--- src/rtl/axil_wrgen_pkg.sv ---
package axil_wrgen_pkg;

  typedef enum logic [1:0] {
    ST_IDLE = 2'd0,
    ST_XFER = 2'd1,
    ST_RESP = 2'd2
  } wr_state_e;

  localparam logic [1:0] RESP_OKAY = 2'b00;

endpackage

--- src/rtl/wrgen_start_edge.sv ---
module wrgen_start_edge (
  input  logic clk,
  input  logic rst_n,
  input  logic start_i,
  input  logic busy_i,
  output logic launch_o
);

  logic start_q;

  always_ff @(posedge clk) begin
    if (!rst_n) start_q <= 1'b0;
    else        start_q <= start_i;
  end

  // a rising edge counts only while the controller is idle
  assign launch_o = start_i & ~start_q & ~busy_i;

endmodule

--- src/rtl/wrgen_seq.sv ---
module wrgen_seq #(
  parameter int                ADDR_W     = 32,
  parameter int                DATA_W     = 32,
  parameter int                NUM_WRITES = 4,
  parameter logic [ADDR_W-1:0] BASE_ADDR  = 32'h0400_0000,
  parameter logic [DATA_W-1:0] SEED       = 32'hAA00_0000
) (
  input  logic              clk,
  input  logic              rst_n,
  input  logic              launch_i,
  input  logic              w_fire_i,
  input  logic              b_fire_i,
  output logic [ADDR_W-1:0] addr_o,
  output logic [DATA_W-1:0] data_o,
  output logic              last_o
);

  localparam int IDX_W = (NUM_WRITES > 1) ? $clog2(NUM_WRITES) : 1;
  localparam int SHIFT = $clog2(DATA_W / 8);
  localparam logic [IDX_W-1:0] LAST_IDX = IDX_W'(NUM_WRITES - 1);

  logic [IDX_W-1:0]  idx_q;
  logic [DATA_W-1:0] data_q;

  function automatic logic [ADDR_W-1:0] slot_addr(input logic [IDX_W-1:0] idx);
    return BASE_ADDR + (ADDR_W'(idx) << SHIFT);
  endfunction

  function automatic logic [DATA_W-1:0] next_word(input logic [DATA_W-1:0] cur);
    return cur + DATA_W'(1);
  endfunction

  assign last_o = (idx_q == LAST_IDX);
  assign addr_o = slot_addr(idx_q);
  assign data_o = data_q;

  always_ff @(posedge clk) begin
    if (!rst_n) begin
      idx_q <= '0;
    end else if (launch_i) begin
      idx_q <= '0;
    end else if (b_fire_i) begin
      idx_q <= last_o ? '0 : idx_q + IDX_W'(1);
    end
  end

  // the data counter is cleared only by reset, never by a new run
  always_ff @(posedge clk) begin
    if (!rst_n)        data_q <= SEED;
    else if (w_fire_i) data_q <= next_word(data_q);
  end

endmodule

--- src/rtl/wrgen_ctrl.sv ---
module wrgen_ctrl
  import axil_wrgen_pkg::*;
(
  input  logic       clk,
  input  logic       rst_n,
  input  logic       launch_i,
  input  logic       last_i,
  input  logic       awready_i,
  input  logic       wready_i,
  input  logic       bvalid_i,
  input  logic [1:0] bresp_i,
  output logic       awvalid_o,
  output logic       wvalid_o,
  output logic       bready_o,
  output logic       aw_fire_o,
  output logic       w_fire_o,
  output logic       b_fire_o,
  output logic       busy_o,
  output logic       done_o,
  output logic       err_o
);

  wr_state_e state_q;
  logic      aw_pend_q, w_pend_q, done_q, err_q;
  logic      both_sent;

  assign awvalid_o = aw_pend_q;
  assign wvalid_o  = w_pend_q;
  assign bready_o  = (state_q == ST_RESP);
  assign aw_fire_o = aw_pend_q & awready_i;
  assign w_fire_o  = w_pend_q & wready_i;
  assign b_fire_o  = bready_o & bvalid_i;
  assign busy_o    = (state_q != ST_IDLE);
  assign done_o    = done_q;
  assign err_o     = err_q;

  assign both_sent = (!aw_pend_q || awready_i) && (!w_pend_q || wready_i);

  always_ff @(posedge clk) begin
    if (!rst_n) begin
      state_q   <= ST_IDLE;
      aw_pend_q <= 1'b0;
      w_pend_q  <= 1'b0;
      done_q    <= 1'b0;
    end else begin
      done_q <= 1'b0;
      unique case (state_q)
        ST_IDLE: begin
          if (launch_i) begin
            state_q   <= ST_XFER;
            aw_pend_q <= 1'b1;
            w_pend_q  <= 1'b1;
          end
        end
        ST_XFER: begin
          if (aw_fire_o) aw_pend_q <= 1'b0;
          if (w_fire_o)  w_pend_q  <= 1'b0;
          if (both_sent) state_q   <= ST_RESP;
        end
        ST_RESP: begin
          if (b_fire_o) begin
            if (last_i) begin
              state_q <= ST_IDLE;
              done_q  <= 1'b1;
            end else begin
              state_q   <= ST_XFER;
              aw_pend_q <= 1'b1;
              w_pend_q  <= 1'b1;
            end
          end
        end
        default: state_q <= ST_IDLE;
      endcase
    end
  end

  always_ff @(posedge clk) begin
    if (!rst_n)                             err_q <= 1'b0;
    else if (b_fire_o && bresp_i != RESP_OKAY) err_q <= 1'b1;
  end

endmodule

--- src/rtl/axil_wrgen.sv ---
module axil_wrgen #(
  parameter int                ADDR_W     = 32,
  parameter int                DATA_W     = 32,
  parameter int                NUM_WRITES = 4,
  parameter logic [ADDR_W-1:0] BASE_ADDR  = 32'h0400_0000,
  parameter logic [DATA_W-1:0] SEED       = 32'hAA00_0000
) (
  input  logic                clk,
  input  logic                rst_n,
  input  logic                start_i,
  output logic [ADDR_W-1:0]   m_awaddr,
  output logic [2:0]          m_awprot,
  output logic                m_awvalid,
  input  logic                m_awready,
  output logic [DATA_W-1:0]   m_wdata,
  output logic [DATA_W/8-1:0] m_wstrb,
  output logic                m_wvalid,
  input  logic                m_wready,
  input  logic [1:0]          m_bresp,
  input  logic                m_bvalid,
  output logic                m_bready,
  output logic                done_o,
  output logic                err_o
);

  logic launch, busy, last;
  logic aw_fire, w_fire, b_fire;

  assign m_awprot = 3'b000;
  assign m_wstrb  = '1;

  wrgen_start_edge u_edge (
    .clk      (clk),
    .rst_n    (rst_n),
    .start_i  (start_i),
    .busy_i   (busy),
    .launch_o (launch)
  );

  wrgen_seq #(
    .ADDR_W     (ADDR_W),
    .DATA_W     (DATA_W),
    .NUM_WRITES (NUM_WRITES),
    .BASE_ADDR  (BASE_ADDR),
    .SEED       (SEED)
  ) u_seq (
    .clk      (clk),
    .rst_n    (rst_n),
    .launch_i (launch),
    .w_fire_i (w_fire),
    .b_fire_i (b_fire),
    .addr_o   (m_awaddr),
    .data_o   (m_wdata),
    .last_o   (last)
  );

  wrgen_ctrl u_ctrl (
    .clk       (clk),
    .rst_n     (rst_n),
    .launch_i  (launch),
    .last_i    (last),
    .awready_i (m_awready),
    .wready_i  (m_wready),
    .bvalid_i  (m_bvalid),
    .bresp_i   (m_bresp),
    .awvalid_o (m_awvalid),
    .wvalid_o  (m_wvalid),
    .bready_o  (m_bready),
    .aw_fire_o (aw_fire),
    .w_fire_o  (w_fire),
    .b_fire_o  (b_fire),
    .busy_o    (busy),
    .done_o    (done_o),
    .err_o     (err_o)
  );

endmodule

--- config.mk ---
export PLATFORM = sky130hd
export DESIGN_NAME = axil_wrgen
export DESIGN_NICKNAME = d
export VERILOG_FILES = /design/src/rtl/axil_wrgen_pkg.sv /design/src/rtl/wrgen_start_edge.sv /design/src/rtl/wrgen_seq.sv /design/src/rtl/wrgen_ctrl.sv /design/src/rtl/axil_wrgen.sv
export SDC_FILE = /design/constraint.sdc
export NUM_CORES = 1
export LEC_CHECK = 0
export ABC_AREA = 1
export BUFFER_PORTS_ARGS = -buffer_cell sky130_fd_sc_hd__buf_2
export CAP_MARGIN = 0
export CELL_PAD_IN_SITES_DETAIL_PLACEMENT = 1
export CELL_PAD_IN_SITES_GLOBAL_PLACEMENT = 2
export CORE_UTILIZATION = 28
export DETAILED_ROUTE_END_ITERATION = 7
export PLACE_DENSITY_LB_ADDON = 0.1
export SLEW_MARGIN = 20
export SYNTH_ARGS = -nofsm -noshare
export SYNTH_HDL_FRONTEND = slang
export SYNTH_SLANG_ARGS = --single-unit
--- constraint.sdc ---
create_clock -name clk -period 4.2 [get_ports clk]
set_input_delay 0.21 -clock clk [delete_from_list [all_inputs] [get_ports clk]]
set_output_delay 0.21 -clock clk [all_outputs]
set_load 0.02 [all_outputs]
==> impl_metrics.env <==
export IMPL_grtUsageTotal=0.154
export IMPL_antenna_found_initial=0
export IMPL_io_pins=84
export IMPL_path_depth=8
export IMPL_cts_setup_buffers=0
export IMPL_crit_start="u_seq.data_o[1]"
export IMPL_fmax_mhz=619
export IMPL_placementRows=33
export IMPL_worstPathRequired_ns=4.39
export IMPL_clock_latency_ns=0.30
export IMPL_layout_common_cells="75 x nand2_1, 49 x nor2_1, 46 x buf_2, 41 x dfxtp_1, 40 x inv_1"
export IMPL_synthToLayoutAreaGrowth_pct=12.9
export IMPL_pre_cts_ws_ns=2.58
export IMPL_io_buffer_count=46
export IMPL_crit_type="register to register"
export IMPL_num_vias=2227
export IMPL_power_mw=0.881
export IMPL_multiInputGateArea_um2=1270
export IMPL_finalMaxSlewViolations=0
export IMPL_p_comb_frac=0.142
export IMPL_p_int_mw=0.626
export IMPL_first_pass_iters=4
export IMPL_synthesis_area_um2=2410
export IMPL_synth_cell_type_count=31
export IMPL_numCtsBuffers=5
export IMPL_routed_wl_um=6360
export IMPL_register_area_um2=821
export IMPL_viasPerCell=4.43
export IMPL_synth_seq_area_share=0.341
export IMPL_ys_ff_latch=41
export IMPL_worst_pin_slew_ns=0.541
export IMPL_core_um2=8260
export IMPL_n_antenna_cell=0
export IMPL_cts_tree="done"
export IMPL_path_max_fanout=6
export IMPL_antenna_left=0
export IMPL_cts_resized=0
export IMPL_start_util=0.292
export IMPL_synth_avg_cell_area_um2=6.88
export IMPL_rsz0062_at_grt="no"
export IMPL_drive_gt1_frac=0.173
export IMPL_finalHoldViolCount=0
export IMPL_grt_max_degree=29
export IMPL_layout_commonest_cell="nand2_1"
export IMPL_p_leak_nw=1.25
export IMPL_endpoint="u_seq.data_o[28]"
export IMPL_cp_top_family="simple AND/OR/NAND/NOR gates"
export IMPL_worst_ep_arrival_time_ns=1.81
export IMPL_pwr_share_clk=0.388
export IMPL_max_stage_delay_ns=0.40
export IMPL_r2r_worst_path_cells=8
export IMPL_r2r_start="u_seq.data_o[1]"
export IMPL_cp_cell_sequence="ha_1, nand3_2, nor2_4, nand3_4, nor2_4, nand3_1, nand2_1, nor2_1"
export IMPL_drt_initial_drc_count=60
export IMPL_final_util=0.329
export IMPL_htreeDepth=2
export IMPL_route_detailed_wl_per_inst_um=12.6
export IMPL_path_buf_inv=0
export IMPL_reg2reg_to="u_seq.data_o[28]"
export IMPL_worstSetupStartpointType="register"
export IMPL_final_area_um2=2720
export IMPL_setup_tns_ns=0
export IMPL_switching_share=0.290
export IMPL_irDropWorstVdd_v=0.0000992
export IMPL_cpMostUsedCell="nor2_4"
export IMPL_finalWorstSetupSlack_ns=2.59
export IMPL_p_sw_mw=0.255
export IMPL_clkSinkCount=41
export IMPL_synth_warnings=0
export IMPL_hold_class="input port to register"
export IMPL_powerDensity_nw_per_um2=324
export IMPL_overflow=0
export IMPL_r2r_slack_ns=2.59
export IMPL_grt_pass1_vias=2214
export IMPL_die_area_um2=8970
export IMPL_setup_violations=0
export IMPL_route_detailed_drc=0
export IMPL_maxSlewHeadroom=0.639
export IMPL_nFillCells=1062
export IMPL_cpMaxStageDelayCell="dfxtp_1"
export IMPL_period_minus_slack_ns=1.61
export IMPL_p_seq_frac=0.470
export IMPL_grt_pass1_wl_um=10600
export IMPL_placed_area_um2=2600
export IMPL_nNetsFinal=407
export IMPL_fp_dieW_um=94.7
export IMPL_fin_crit_sh=0.384
export IMPL_cts_path_max_buffers=2
export IMPL_gp_congestion=0.725
export IMPL_die_h_um=94.7
export IMPL_ctsHoldBuffers=0
export IMPL_cts_root_buf="clkbuf_8"
export IMPL_finClkSkew_ns=0.00652
export IMPL_worst_setup_path_end_kind="register"
export IMPL_clkSlewWorstSetupHoldPaths_ns=0.09
export IMPL_maxCapViolCount=0
export IMPL_status="complete, no violations"
export IMPL_dp_hpwl_um=4910
export IMPL_synth_cells=350
==> state kept, by name, summed over array words and instances (netlist names) <==
name / count
u_ctrl.awvalid_o: 1
u_ctrl.wvalid_o: 1
u_seq.idx_q: 2
u_ctrl.state_q: 2
u_edge.start_q: 1
u_ctrl.done_o: 1
u_ctrl.err_o: 1
u_seq.data_o: 32
==> routing by layer <==
metal | share of wire | vias to the layer above | global-route usage
li1 | - | 1135 | -
met1 | 0.49 | 1025 | 0.201
met2 | 0.44 | 63 | 0.248
met3 | 0.053 | 4 | 0.0370
met4 | 0.0099 | 0 | 0.0455
met5 | 0 | - | 0
==> final cells by class <==
| type | instances | share of cell area |
|---|---|---|
| Clock buffer | 7 | 0.0318 |
| Clock inverter | 1 | 0.0110 |
| Inverter | 40 | 0.0552 |
| Multi-Input combinational cell | 263 | 0.467 |
| Sequential cell | 41 | 0.302 |
| Tap cell | 105 | 0.0483 |
| Timing Repair Buffer | 46 | 0.0847 |
==> through the flow <==
step / hold WS [ns] / instances
floorplan: 0.303 / 385
global placement: 0.407 / 495
detailed placement: 0.418 / 495
CTS: 0.106 / 503
global route: 0.107 / 503
finish: 0.110 / 503
==> logic make-up after synthesis <==
logic type	synth area share
buffers and inverters	0.187
other	0.00312
XOR/XNOR	0.00728
AND/OR/NAND/NOR	0.367
adder cells (fa/ha/maj)	0.0104
flip-flops	0.341
AO/OA/AOI/OAI	0.0842
==> cell usage after synthesis <==
library cell / count / share of area
o21ai_0: 11 / 0.023
buf_2: 2 / 0.0042
a21oi_1: 22 / 0.046
a211oi_1: 1 / 0.0031
inv_1: 40 / 0.062
nand4_2: 1 / 0.0052
conb_1: 2 / 0.0031
o21a_1: 1 / 0.0031
nand2_4: 1 / 0.0047
nor2_4: 7 / 0.033
nand3_1: 18 / 0.037
a21o_2: 1 / 0.0036
buf_4: 38 / 0.12
nor3_1: 10 / 0.021
dfxtp_1: 41 / 0.34
o22ai_1: 1 / 0.0026
ha_1: 2 / 0.010
and3_1: 1 / 0.0026
o31ai_1: 1 / 0.0031
nor2_2: 1 / 0.0026
nand3_4: 1 / 0.0073
nor2_1: 49 / 0.076
xor2_1: 2 / 0.0073
nand3b_1: 7 / 0.022
nand2_1: 75 / 0.12
nand2_2: 1 / 0.0026
clkbuf_1: 1 / 0.0016
nand3_2: 2 / 0.0083
nand4_1: 6 / 0.016
and3_2: 1 / 0.0031
nor3b_1: 3 / 0.0094
==> power by group through the flow <==
stage	Sequential (mW)	Clock [mW]	Combinational, mW
after detailed placement	0.424	0	0.126
final	0.414	0.342	0.125
after floorplan	0.434	0	0.111
after global routing	0.417	0.369	0.140
after global placement	0.423	0	0.125
after CTS	0.415	0.357	0.126
==> worst reg2reg max path: cells and delay by family, from the launching register on <==
| family | cells | cell delay (ns) |
|---|---|---|
| adders and majority gates | 1 | 0.24 |
| DFF | 1 | 0.40 |
| and+or+nand+nor | 7 | 0.86 |
==> worst min path at each step <==
stage / startpoint / to / slack, ns / cells past startpoint
final: start_i / u_edge.start_q / 0.11 / 3
after global routing: start_i / u_edge.start_q / 0.11 / 3
after CTS: start_i / u_edge.start_q / 0.11 / 3
after detailed placement: start_i / u_edge.start_q / 0.42 / 3
after global placement: start_i / u_edge.start_q / 0.41 / 3
after floorplan: start_i / u_edge.start_q / 0.30 / 2
(Power assumes the default switching activity.)
